===== src/rtl/pdc_pkg.sv =====
package pdc_pkg;

    // Number of ordered low-power depths.
    localparam int LEVELS_DEF = 5;

    typedef enum logic [1:0] {
        PS_RUN   = 2'd0,
        PS_DOWN  = 2'd1,
        PS_SLEEP = 2'd2,
        PS_UP    = 2'd3
    } pstate_e;

    function automatic logic is_transit(input pstate_e s);
        return (s == PS_DOWN) || (s == PS_UP);
    endfunction

endpackage


===== src/rtl/pdc_counter.sv =====
module pdc_counter #(
    parameter int W = 8
) (
    input  logic         clk,
    input  logic         rst,
    input  logic         clr_i,
    input  logic         inc_i,
    input  logic [W-1:0] limit_i,
    output logic         hit_o
);
    logic [W-1:0] cnt;

    // Flags the cycle that would complete limit_i increments.
    assign hit_o = inc_i && ((cnt + W'(1)) == limit_i);

    always_ff @(posedge clk) begin
        if (rst || clr_i)
            cnt <= '0;
        else if (inc_i)
            cnt <= cnt + W'(1);
    end
endmodule


===== src/rtl/pdc_gate_map.sv =====
module pdc_gate_map
    import pdc_pkg::*;
#(
    parameter int N_LEVELS = LEVELS_DEF,
    localparam int LVL_W  = $clog2(N_LEVELS),
    localparam int MODE_W = $clog2(N_LEVELS + 1)
) (
    input  pstate_e               st_i,
    input  logic [LVL_W-1:0]      lvl_i,
    output logic                  clk_en_o,
    output logic [N_LEVELS-2:0]   isl_en_o,
    output logic [MODE_W-1:0]     mode_o,
    output logic                  ready_o
);
    logic asleep;
    assign asleep   = (st_i == PS_SLEEP);
    assign clk_en_o = !asleep;
    assign ready_o  = (st_i == PS_RUN);
    assign mode_o   = ready_o ? '0 : MODE_W'(lvl_i) + MODE_W'(1);

    // Island k loses power once the depth index exceeds k.
    for (genvar k = 0; k < N_LEVELS - 1; k++) begin : g_isl
        assign isl_en_o[k] = !(asleep && (lvl_i > LVL_W'(k)));
    end
endmodule


===== src/rtl/pwr_depth_ctl.sv =====
module pwr_depth_ctl
    import pdc_pkg::*;
#(
    parameter int N_LEVELS = LEVELS_DEF,
    parameter int IDLE_W   = 16,
    parameter int DWELL_W  = 16,
    parameter int TRANS_W  = 8,
    localparam int LVL_W   = $clog2(N_LEVELS),
    localparam int MODE_W  = $clog2(N_LEVELS + 1),
    localparam int TL_W    = TRANS_W + LVL_W + 1
) (
    input  logic                 clk,
    input  logic                 rst,
    input  logic                 busy_i,
    input  logic                 wake_i,
    input  logic [IDLE_W-1:0]    idle_limit_i,
    input  logic [DWELL_W-1:0]   dwell_limit_i,
    input  logic [TRANS_W-1:0]   down_cycles_i,
    input  logic [TRANS_W-1:0]   up_unit_i,
    output logic                 core_clk_en_o,
    output logic [N_LEVELS-2:0]  island_en_o,
    output logic [MODE_W-1:0]    mode_o,
    output logic                 ready_o
);
    localparam logic [LVL_W-1:0] LVL_MAX = LVL_W'(N_LEVELS - 1);

    pstate_e          st, st_n;
    logic [LVL_W-1:0] lvl, lvl_n;
    logic             idle_hit, dwell_hit, tr_hit;
    logic             active;
    logic [TL_W-1:0]  up_len, tr_limit;

    assign active = busy_i || wake_i;

    // Wakeup latency scales with the depth being left.
    assign up_len   = TL_W'(up_unit_i) * (TL_W'(lvl) + TL_W'(1));
    assign tr_limit = (st == PS_UP) ? up_len : TL_W'(down_cycles_i);

    pdc_counter #(.W(IDLE_W)) u_idle (
        .clk(clk), .rst(rst),
        .clr_i((st != PS_RUN) || active),
        .inc_i((st == PS_RUN) && !active),
        .limit_i(idle_limit_i),
        .hit_o(idle_hit)
    );

    pdc_counter #(.W(DWELL_W)) u_dwell (
        .clk(clk), .rst(rst),
        .clr_i((st != PS_SLEEP) || dwell_hit),
        .inc_i(st == PS_SLEEP),
        .limit_i(dwell_limit_i),
        .hit_o(dwell_hit)
    );

    pdc_counter #(.W(TL_W)) u_trans (
        .clk(clk), .rst(rst),
        .clr_i(st_n != st),
        .inc_i(is_transit(st)),
        .limit_i(tr_limit),
        .hit_o(tr_hit)
    );

    always_comb begin
        st_n  = st;
        lvl_n = lvl;
        unique case (st)
            PS_RUN: begin
                if (idle_hit) begin
                    st_n  = PS_DOWN;
                    lvl_n = '0;
                end
            end
            PS_DOWN: begin
                if (wake_i)      st_n = PS_UP;
                else if (tr_hit) st_n = PS_SLEEP;
            end
            PS_SLEEP: begin
                if (wake_i)
                    st_n = PS_UP;
                else if (dwell_hit && (lvl != LVL_MAX))
                    lvl_n = lvl + LVL_W'(1);
            end
            PS_UP: begin
                if (tr_hit) st_n = PS_RUN;
            end
            default: st_n = PS_RUN;
        endcase
    end

    always_ff @(posedge clk) begin
        if (rst) begin
            st  <= PS_RUN;
            lvl <= '0;
        end else begin
            st  <= st_n;
            lvl <= lvl_n;
        end
    end

    pdc_gate_map #(.N_LEVELS(N_LEVELS)) u_map (
        .st_i(st),
        .lvl_i(lvl),
        .clk_en_o(core_clk_en_o),
        .isl_en_o(island_en_o),
        .mode_o(mode_o),
        .ready_o(ready_o)
    );
endmodule


===== config.mk =====
export PLATFORM = sky130hd
export DESIGN_NAME = pwr_depth_ctl
export DESIGN_NICKNAME = d
export VERILOG_FILES = /design/src/rtl/pdc_pkg.sv /design/src/rtl/pdc_counter.sv /design/src/rtl/pdc_gate_map.sv /design/src/rtl/pwr_depth_ctl.sv
export SDC_FILE = /design/constraint.sdc
export NUM_CORES = 1
export LEC_CHECK = 0
export BUFFER_PORTS_ARGS = -buffer_cell sky130_fd_sc_hd__buf_2
export CAP_MARGIN = 40
export CELL_PAD_IN_SITES_DETAIL_PLACEMENT = 1
export CELL_PAD_IN_SITES_GLOBAL_PLACEMENT = 1
export CORE_UTILIZATION = 44
export CTS_CLUSTER_DIAMETER = 50
export DETAILED_ROUTE_END_ITERATION = 6
export PLACE_DENSITY_LB_ADDON = 0.12
export REMOVE_ABC_BUFFERS = 1
export SLEW_MARGIN = 20
export SYNTH_ARGS = -nofsm -noshare
export SYNTH_HDL_FRONTEND = slang
export SYNTH_HIERARCHICAL = 1
export SYNTH_SLANG_ARGS = --single-unit
export TNS_END_PERCENT = 1

===== constraint.sdc =====
create_clock -name clk -period 6.7 [get_ports clk]
set_input_delay 1.005 -clock clk [delete_from_list [all_inputs] [get_ports clk]]
set_output_delay 1.005 -clock clk [all_outputs]
set_load 0.05 [all_outputs]

; Yosys cells after proc, flatten, opt, wreduce, memory -nomap -nowiden
; Index checks and enable logic that the tools add are counted.
[word_totals]
ff_bits = 49
latchBits = 0
mem_bits_rw = 0
romBits = 0
input_bits = 52
out_inout_bits = 9
elab_cells = 65
memories = 0
[op_classes]
addsub = 5
n_mul = 1
div_mod_pow = 0
magnitude_cmp = 4
eq_ne = 12
shift = 0
muxes = 12
bitwise = 0
reduce_logical = 26
[ops]
columns = cell, n
row1 = adder 16 x 1 -> 16 bit (second input constant), 2
row2 = equality test 16 bit, 2
row3 = adder 12 x 1 -> 12 bit (second input constant), 1
row4 = equality test 12 bit, 1
row5 = multiplier 8 x 4 -> 12 bit, 1
row6 = 2-to-1 mux 12 bit, 1
row7 = 2-to-1 mux 3 bit, 4
row8 = 2-to-1 mux 2 bit, 5
row9 = logical AND 1 bit, 9
row10 = inequality test 2 bit (second input constant), 4
row11 = case mux 2 bit (4 select lines), 1
row12 = logical OR 1 bit, 7
row13 = greater-than comparator 3 x 1 -> 1 bit (second input constant), 2
row14 = greater-than comparator 3 x 2 -> 1 bit (second input constant), 2
row15 = zero test 1 bit, 6
row16 = case mux 3 bit (2 select lines), 1
row17 = adder 3 x 1 -> 4 bit (second input constant), 1
row18 = equality test 2 bit (second input constant), 2
row19 = AND reduction 4 bit, 1
row20 = nonzero test 2 bit, 2
row21 = adder 3 x 1 -> 3 bit (second input constant), 1
row22 = inequality test 3 bit (second input constant), 1
row23 = equality test 2 x 1 -> 1 bit (second input constant), 1
row24 = zero test 2 bit, 1
row25 = inequality test 2 bit, 1

; Logic depth before layout (Yosys ltp)
; Gate-level depths: netlist (run 1).
[depth]
ltp_word = 10
ltp_mapped = 22
mapped_depth_nobuf = 21

; Cells and area by module
; The synthesis (run 1) kept the hierarchy.
[by_module_without_submodules]
columns = module, instances, cells_per_inst, area_per_inst_um2, seq_area_each_um2
row1 = pdc_counter at u_dwell ..., 2, 158, 1243.7, 320.3
row2 = pwr_depth_ctl, 1, 179, 1363.8, 100.1
row3 = pdc_counter at u_trans, 1, 107, 883.3, 240.2
row4 = pdc_gate_map, 1, 20, 155.1, 0.0

; Worst setup path after synthesis (run 1)
; OpenSTA, ideal clock, no wires.
[synth_path]
path_type = register to register
start = reg lvl[0]
end = reg u_trans.cnt[0]
setup_time_ns = 0.128
arrival_time_ns = 4.955
t_required_ns = 6.572
setup_slack_ns = 1.617
stages_incl_launch_ff = 23
n_path_buf = 1
synth_period_minus_slack_ns = 5.083
cell_sequence = dfxtp_1 inv_1 ha_1 and2_1 fa_1 inv_1 fa_1 inv_1 ha_1 or2_1 a21o_1 o21ai_0 xor2_1 nor2_1 nor4_4 a21boi_1 o311a_1 a2111oi_2 nand2_1 nand2_1 or2_2 clkbuf_1 nor2_1
[synth_via]
elab_chain_len = 10
elab_cells_between_ends = 11
cone_classes = add/sub: 1 / mul: 1 / eq/ne: 2 / mux: 5 / reduce/logical: 2
[synth_lines]
columns = element, line_no
row1 = "start, declared", pwr_depth_ctl.sv:28  ; logic [LVL_W-1:0] lvl, lvl_n;
row2 = "start signal, assigned", pwr_depth_ctl.sv:96  ; lvl <= lvl_n;
row3 = adder 3 x 1 -> 4 bit *, pwr_depth_ctl.sv:36  ; assign up_len = TL_W'(up_unit_i) * (TL_W'(lvl) + TL_W'(1));
row4 = multiplier 8 x 4 -> 12 bit *, pwr_depth_ctl.sv:36
row5 = 2-to-1 mux 12 bit *, pwr_depth_ctl.sv:37  ; assign tr_limit = (st == PS_UP) ? up_len : TL_W'(down_cycles_i);
row6 = named net tr_limit[9], pwr_depth_ctl.sv:31  ; logic [TL_W-1:0] up_len, tr_limit;
row7 = equality test 12 bit *, pdc_counter.sv:14  ; assign hit_o = inc_i && ((cnt + W'(1)) == limit_i);
row8 = logical AND 1 bit *, pdc_counter.sv:14
row9 = named net tr_hit, pwr_depth_ctl.sv:29  ; logic idle_hit, dwell_hit, tr_hit;
row10 = 2-to-1 mux 2 bit, pwr_depth_ctl.sv:75  ; else if (tr_hit) st_n = PS_SLEEP;
row11 = 2-to-1 mux 2 bit, pwr_depth_ctl.sv:74  ; if (wake_i) st_n = PS_UP;
row12 = case mux 2 bit (4 select lines) *, pwr_depth_ctl.sv:66  ; unique case (st)
row13 = inequality test 2 bit *, pwr_depth_ctl.sv:57  ; .clr_i(st_n != st),
row14 = logical OR 1 bit *, pdc_counter.sv:17  ; if (rst || clr_i)
row15 = "end signal, assigned", pdc_counter.sv:20  ; cnt <= cnt + W'(1);
row16 = "end, declared", pdc_counter.sv:11  ; logic [W-1:0] cnt;
; Mark *: on every way through the listed nets, which the timed path passes. The rest lies on a longest branch.
; A chain may end at the register's enable or synchronous reset.

; Final worst setup path (run 1)
[layout_path]
start = reg lvl[0]
end = reg u_trans.cnt[11]
; Same word-level chain as after synthesis.

==> results of run 1 <==
synthesized netlist by cell type (all sizes together), types with 5 or more instances:
master and n:
nor2 78, dfxtp 49, nand2 48, xnor2 46, xor2 45, inv 38, nand3 28, ha 26
a21oi 24, and2 21, o21ai 21, buf 20, nand4 19, nor3 17, fa 12, nand2b 11
clkbuf 10, mux2i 9, or3 9, a21o 8, and3 8, nor2b 8, and4 6, nor4 5
o211ai 5, o21a 5
logic make-up (layout without fill, tap and decap cells):
logic type	Yosys count	after routing	share of synthesized area
adder cells (fa/ha/maj)	38	38	0.116
AND/OR/NAND/NOR	272	272	0.303
buffers and inverters	68	107	0.0629
XOR/XNOR	91	91	0.163
AO/OA/AOI/OAI	91	91	0.127
flip-flops	49	49	0.201
multiplexers	13	13	0.0276
area by class of cell:
cell class / count / area [µm²]
Clock buffer: 6 / 72.6
Clock inverter: 2 / 38.8
Fill cell: 1391 / 5520
Inverter: 38 / 143
Multi-Input combinational cell: 505 / 3600
Sequential cell: 49 / 981
Tap cell: 140 / 175
Timing Repair Buffer: 61 / 308
routing by layer:
| layer | share of wire | GRT usage | vias up |
|---|---|---|---|
| li1 | - | - | 2195 |
| met3 | 0.029 | 0.0327 | 14 |
| met5 | 0 | 0 | - |
| met4 | 0.013 | 0.0616 | 0 |
| met2 | 0.49 | 0.402 | 64 |
| met1 | 0.47 | 0.296 | 2134 |
flip-flops by register name, indices dropped and copies added, names as in the netlist:
signal / flops
u_dwell/cnt: 16
u_idle/cnt: 16
u_trans/cnt: 12
lvl: 3
st: 2
power by group through the flow:
stage | logic (mW) | clock network [mW] | registers (mW)
floorplan | 0.0332 | 0 | 0.298
global placement | 0.0624 | 0 | 0.298
detailed placement | 0.0648 | 0 | 0.298
CTS | 0.0655 | 0.234 | 0.291
global route | 0.0717 | 0.241 | 0.292
finish | 0.0645 | 0.225 | 0.291
layout by cell type, fill, tap and decap left out, types with 6 or more instances in the layout:
cell type and instances:
a21o_1 6, o21ai_0 19, nand4_1 18, nor3_1 15, xnor2_1 46, mux2i_1 9
ha_1 26, buf_2 60, nor2_1 76, xor2_1 45, and4_1 6, and3_1 8
nand2b_1 9, or3_1 9, fa_1 12, a21oi_1 24, inv_1 38, nand2_1 47
and2_1 21, nor2b_1 8, dfxtp_1 49, nand3_1 23
worst max-delay path, cell delays in order, from the launching register on:
cell and delay, ps:
dfxtp_1 610, ha_1 280, xor2_1 450, nand2_1 150, fa_1 520, inv_1 60, fa_1 560, inv_1 70
fa_1 450, nand2b_2 200, a21oi_1 270, o21a_1 170, o21a_1 110, nor3_1 40, nor3_1 330, a21bo_2 200
a21oi_1 80, a2111oi_2 460, nand2_1 120, nand2_1 70, or2_2 260, nor2_1 90
per-stage QoR:
| stage | total power, mW | instances | util |
|---|---|---|---|
| 2_1_floorplan | 0.331 | 592 | - |
| 3_3_place_gp | 0.361 | 793 | 0.480 |
| 3_5_place_dp | 0.363 | 793 | 0.480 |
| 4_1_cts | 0.591 | 801 | 0.491 |
| 5_1_grt | 0.605 | 801 | 0.491 |
| 6_report | 0.580 | 801 | 0.491 |
worst paths after layout:
path                                startpoint                            to  cells past startpoint
setup / recovery           lvl[0]$_SDFFE_PP0P_  u_trans/cnt[11]$_SDFFE_PP0P_                     21
hold / removal    u_dwell/cnt[15]$_SDFFE_PP0P_  u_dwell/cnt[15]$_SDFFE_PP0P_                      2
setup reg to reg           lvl[0]$_SDFFE_PP0P_  u_trans/cnt[11]$_SDFFE_PP0P_                     21
hold reg to reg   u_dwell/cnt[15]$_SDFFE_PP0P_  u_dwell/cnt[15]$_SDFFE_PP0P_                      2
==> metrics.txt, run 1 <==
status=finished clean; slew of the pin with the lowest slew margin=approximately 540 ps; Comb pwr share=0.111; number of vias per cell=about 5.5; GR Overflow Total=0; area fraction of the dominant cell type after synthesis=0.201; CTS tree=yes; Yosys warning count=6; # rows=38; I/O pin count=61; Sw Pwr=roughly 150 µW; root buf cell=clkbuf_8; Tmin final=roughly 5700 ps; via count=~4,400; number of synthesized flops with an enable pin=0; Main synth FF type=dfxtp_1; WL/cell=around 16 µm; count of cell types in the netlist=66; CP Launch Type=flip-flop; CP Data Required Time=~6900 ps; die area=roughly 0.012 mm²; H-tree depth=2; Slew HR=0.640; pwr/cell area=roughly 110 mW/mm²; f_max=~180 MHz; Final Setup Violations=0; Crit Path Max Fanout=14; Starting Density=0.451; Peak VDD IR=about 0.091 mV; Antenna Cells=0; DRC Markers=0; Hold Path Class=flip-flop to flip-flop; core area=0.0108 mm²; share of layout cells above drive strength 1=0.147; Async SR Flop Fraction=0; hold_buf cts=0; crit path kind=flip-flop to flip-flop; Mapped Cells=between 600 and 700; Clock Power Share=0.387; Post-DP Area=0.00521 mm²; first-pass GRT wire length=21,300 µm; post-synthesis sequential area ratio=0.201; r2r setup slk=1020 ps; IO buf count=60; Max-Cap Viols=0; Final ANT Viol Nets=0; cell taking the most area after synthesis=dfxtp_1; dpl hpwl=10,000 µm; Seq pwr share=0.502; post-cts gate resize count=0; Max Slew Vio Count=0; Switching Share=0.255; Layout Skew=roughly 12 ps; GPL Wtd Cong=0.811; buffer depth of the longest clock path=2; die width=between 100 and 150 µm; FF+latch count, synth=49; Leakage=2.03 nW; mean post-synth cell area=7.86 µm²; Final Hold Viols=0; Die Y=roughly 110 µm; RSZ-0062 raised after global routing=no; number of global-route vias before repair=4,484; setup bufs post-CTS=0; worst-skew pair later-pin latency=330 ps; final instance area=roughly 0.0053 mm²; CTS Buf Count=5; initial antenna violation count=0; Hold Worst Slack=roughly 550 ps; Initial DRT Pass Iterations=4; Clock Pin Slew Worst Setup and Hold Paths=100 ps; Sink Count=49; Area growth, synth to finish=8.78%; DP Worst Slack=roughly 1000 ps; Global Route Usage Sum=0.230; Pint=433 µW; top area cells in the synthesized netlist=dfxtp_1, xnor2_1, xor2_1; crit share post-route=0.847; setup_tns=0 ps; Synth Cell Area=between 0.004 and 0.005 mm²; Iteration-0 DRC Markers=132; final WL=12,600 µm; critical path endpoint category=flip-flop; Arr. time, crit path=about 6000 ps; Worst Slack Setup Final=~1000 ps; nets=750; pin count of the biggest net entering global routing=19
No activity file was read; power rests on OpenSTA's default activity.
==> inputs of run 2 (changes only) <==
==> constraint.sdc (replaced) <==
create_clock -name clk -period 5.24 [get_ports clk]
set_input_delay 0.786 -clock clk [delete_from_list [all_inputs] [get_ports clk]]
set_output_delay 0.786 -clock clk [all_outputs]
set_load 0.05 [all_outputs]
==> run 2 against run 1 <==
Global-route usage increased by 0.31 points. Non-clock buffer count increased by 8. Utilization increased by 1.3 points. Die area unchanged. Setup slack got worse by 680 ps. Clock power increased by 47%. Register-to-register slack got worse by 680 ps. Sequential power increased by 28%. First-iteration DRC count decreased by 3.0%. Maximum frequency increased by 16%. Critical path depth increased by 2. Highest routed layer unchanged.
==> metrics.txt, run 2 (synthesized netlist as in run 1, its figures left out) <==
status=finished clean; H-tree depth=2 (unchanged); Layout Skew=5.59 ps (-6.50 ps); Crit Path Max Fanout=9 (-5); Pint=601 µW (+39%); critical path endpoint category=flip-flop; largest registers=u_dwell/cnt x16, u_idle/cnt x16, u_trans/cnt x12; Layout Utilization=0.504 (+0.0134); Max Slew Vio Count=0 (unchanged); Multi-input gate area=0.00366 mm² (+1.6%); Clock Pin Slew Worst Setup and Hold Paths=100 ps (about the same); Initial DRT Pass Iterations=4 (unchanged); I/O pin count=61 (unchanged); die width=107 µm (unchanged); Final ANT Viol Nets=0 (unchanged); Starting Density=0.451 (unchanged); Hold Worst Slack=497 ps (-56.6 ps); slew of the pin with the lowest slew margin=514 ps (-25.2 ps); share of layout cells above drive strength 1=0.175 (+0.0279); DRC Markers=0 (unchanged); Global Route Usage Sum=0.233 (+0.00311); hold_buf cts=0 (unchanged); IO buf count=60 (unchanged); nets=759 (+1.2%); CTS Buf Count=5 (unchanged); Peak VDD IR=0.144 mV (+58%); die area=0.0115 mm² (unchanged); pwr/cell area=144 mW/mm² (+32%); f_max=204 MHz (+16%); Tmin final=4900 ps (-782 ps); Comb pwr share=0.108 (-0.003); Switching Share=0.238 (-0.0162); Sw Pwr=188 µW (+27%); # rows=38 (unchanged); initial antenna violation count=0 (unchanged); number of global-route vias before repair=4,553 (+1.5%); commonest non-fill, non-tap cell in the layout=nor2_1; final instance area=0.00546 mm² (+2.7%); via count=4,439 (+0.73%); dpl hpwl=10,100 µm (+0.96%); WL/cell=15.8 µm (+0.32%); CP Launch Type=flip-flop; Antenna Cells=0 (unchanged); Hold Path Class=flip-flop to flip-flop; Clock Power Share=0.420 (+0.033); GPL Wtd Cong=0.789 (-2.7%); Register Area=983 µm² (+0.26%); Sink Count=49 (unchanged); Leakage=2.09 nW (+2.6%); number of vias per cell=5.48 (-0.39%); Seq pwr share=0.472 (-0.030); Post-DP Area=0.00526 mm² (+1.0%); worst-skew pair later-pin latency=320 ps (about the same); commonest non-fill, non-tap cells in the layout=nor2_1, buf_2, dfxtp_1, nand2_1, xnor2_1; Max-Cap Viols=0 (unchanged); crit path kind=flip-flop to flip-flop; Final Hold Viols=0 (unchanged); crit share post-route=0.934 (+0.0869); Die Y=107 µm (unchanged); GR Overflow Total=0 (unchanged); Arr. time, crit path=5160 ps (-740 ps); pin count of the biggest net entering global routing=19 (unchanged); fillcell total=1,380 (-0.79%); first-pass GRT wire length=21,400 µm (+0.81%); Area growth, synth to finish=11.7%; buffer depth of the longest clock path=2 (unchanged); Final Setup Violations=0 (unchanged); Slew HR=0.657 (+0.0168); final WL=12,800 µm (+1.4%); CTS tree=yes; core area=0.0108 mm² (unchanged); Iteration-0 DRC Markers=128 (-3.0%); CP Data Required Time=5500 ps (-1420 ps); root buf cell=clkbuf_8
run 2: area by class of cell:
type | count | area share
clock inverter | 3 | 0.0119
tap | 140 | 0.0321
sequential | 49 | 0.180
timing repair buffer | 69 | 0.0680
multi-input combinational | 506 | 0.669
inverter | 38 | 0.0261
clock buffer | 5 | 0.0126
run 2: routing by layer:
metal,part of all wire,vias up,global-route usage,wire (µm)
met4,0.011,0,0.0616,142
met1,0.48,2157,0.298,6120
met2,0.49,57,0.412,6240
met3,0.023,11,0.0303,301
met5,0,-,0,0
li1,-,2214,-,-
run 2: worst max-delay path, stage by stage (launching register included):
cell       delay (ps)
dfxtp_2           350
buf_4             150
inv_1              70
ha_4              300
nand2_1            80
fa_1              480
inv_1              60
fa_1              570
inv_1              70
fa_1              450
nand2b_2          210
nand2_1            80
a211oi_1           70
o31ai_1           300
xor2_1            270
xnor2_1           110
a211oi_2          180
o2111ai_2         170
a2111oi_2         360
buf_4             180
o21ai_0            80
nor2_1            100
a21oi_1            50
nor2_1            100
run 2: final timing paths:
path | startpoint | endpoint | slack (ps) | depth (start not counted)
min reg2reg | lvl[1]$_SDFFE_PP0P_ | lvl[1]$_SDFFE_PP0P_ | 500 | 2
max | lvl[1]$_SDFFE_PP0P_ | st[1]$_SDFF_PP0_ | 340 | 23
max reg2reg | lvl[1]$_SDFFE_PP0P_ | st[1]$_SDFF_PP0_ | 340 | 23
min | lvl[1]$_SDFFE_PP0P_ | lvl[1]$_SDFFE_PP0P_ | 500 | 2
run 2: power groups by stage:
stage               combinational [mW]  sequential (mW)  clock (mW)
floorplan                       0.0424            0.381           0
global placement                0.0801            0.381           0
detailed placement              0.0830            0.381           0
CTS                             0.0841            0.373       0.342
global route                    0.0945            0.373       0.353
finish                          0.0849            0.373       0.331
run 2: through the flow:
stage               instances  setup TNS (ps)  power [mW]  worst slack, ps
floorplan                 592               0       0.424              342
finish                    810               0       0.789              344
CTS                       808               0       0.798             66.6
detailed placement        800               0       0.464             38.6
global route              810            -530       0.821            -52.7
global placement          800               0       0.461              195
run 2: timing repair:
action / in CTS / in global routing
setup buffers: 0 / 1
pin swaps: 0 / 7
setup endpoints to repair: 1 / 14
resized for setup: 1 / 16
gates cloned: 0 / 1
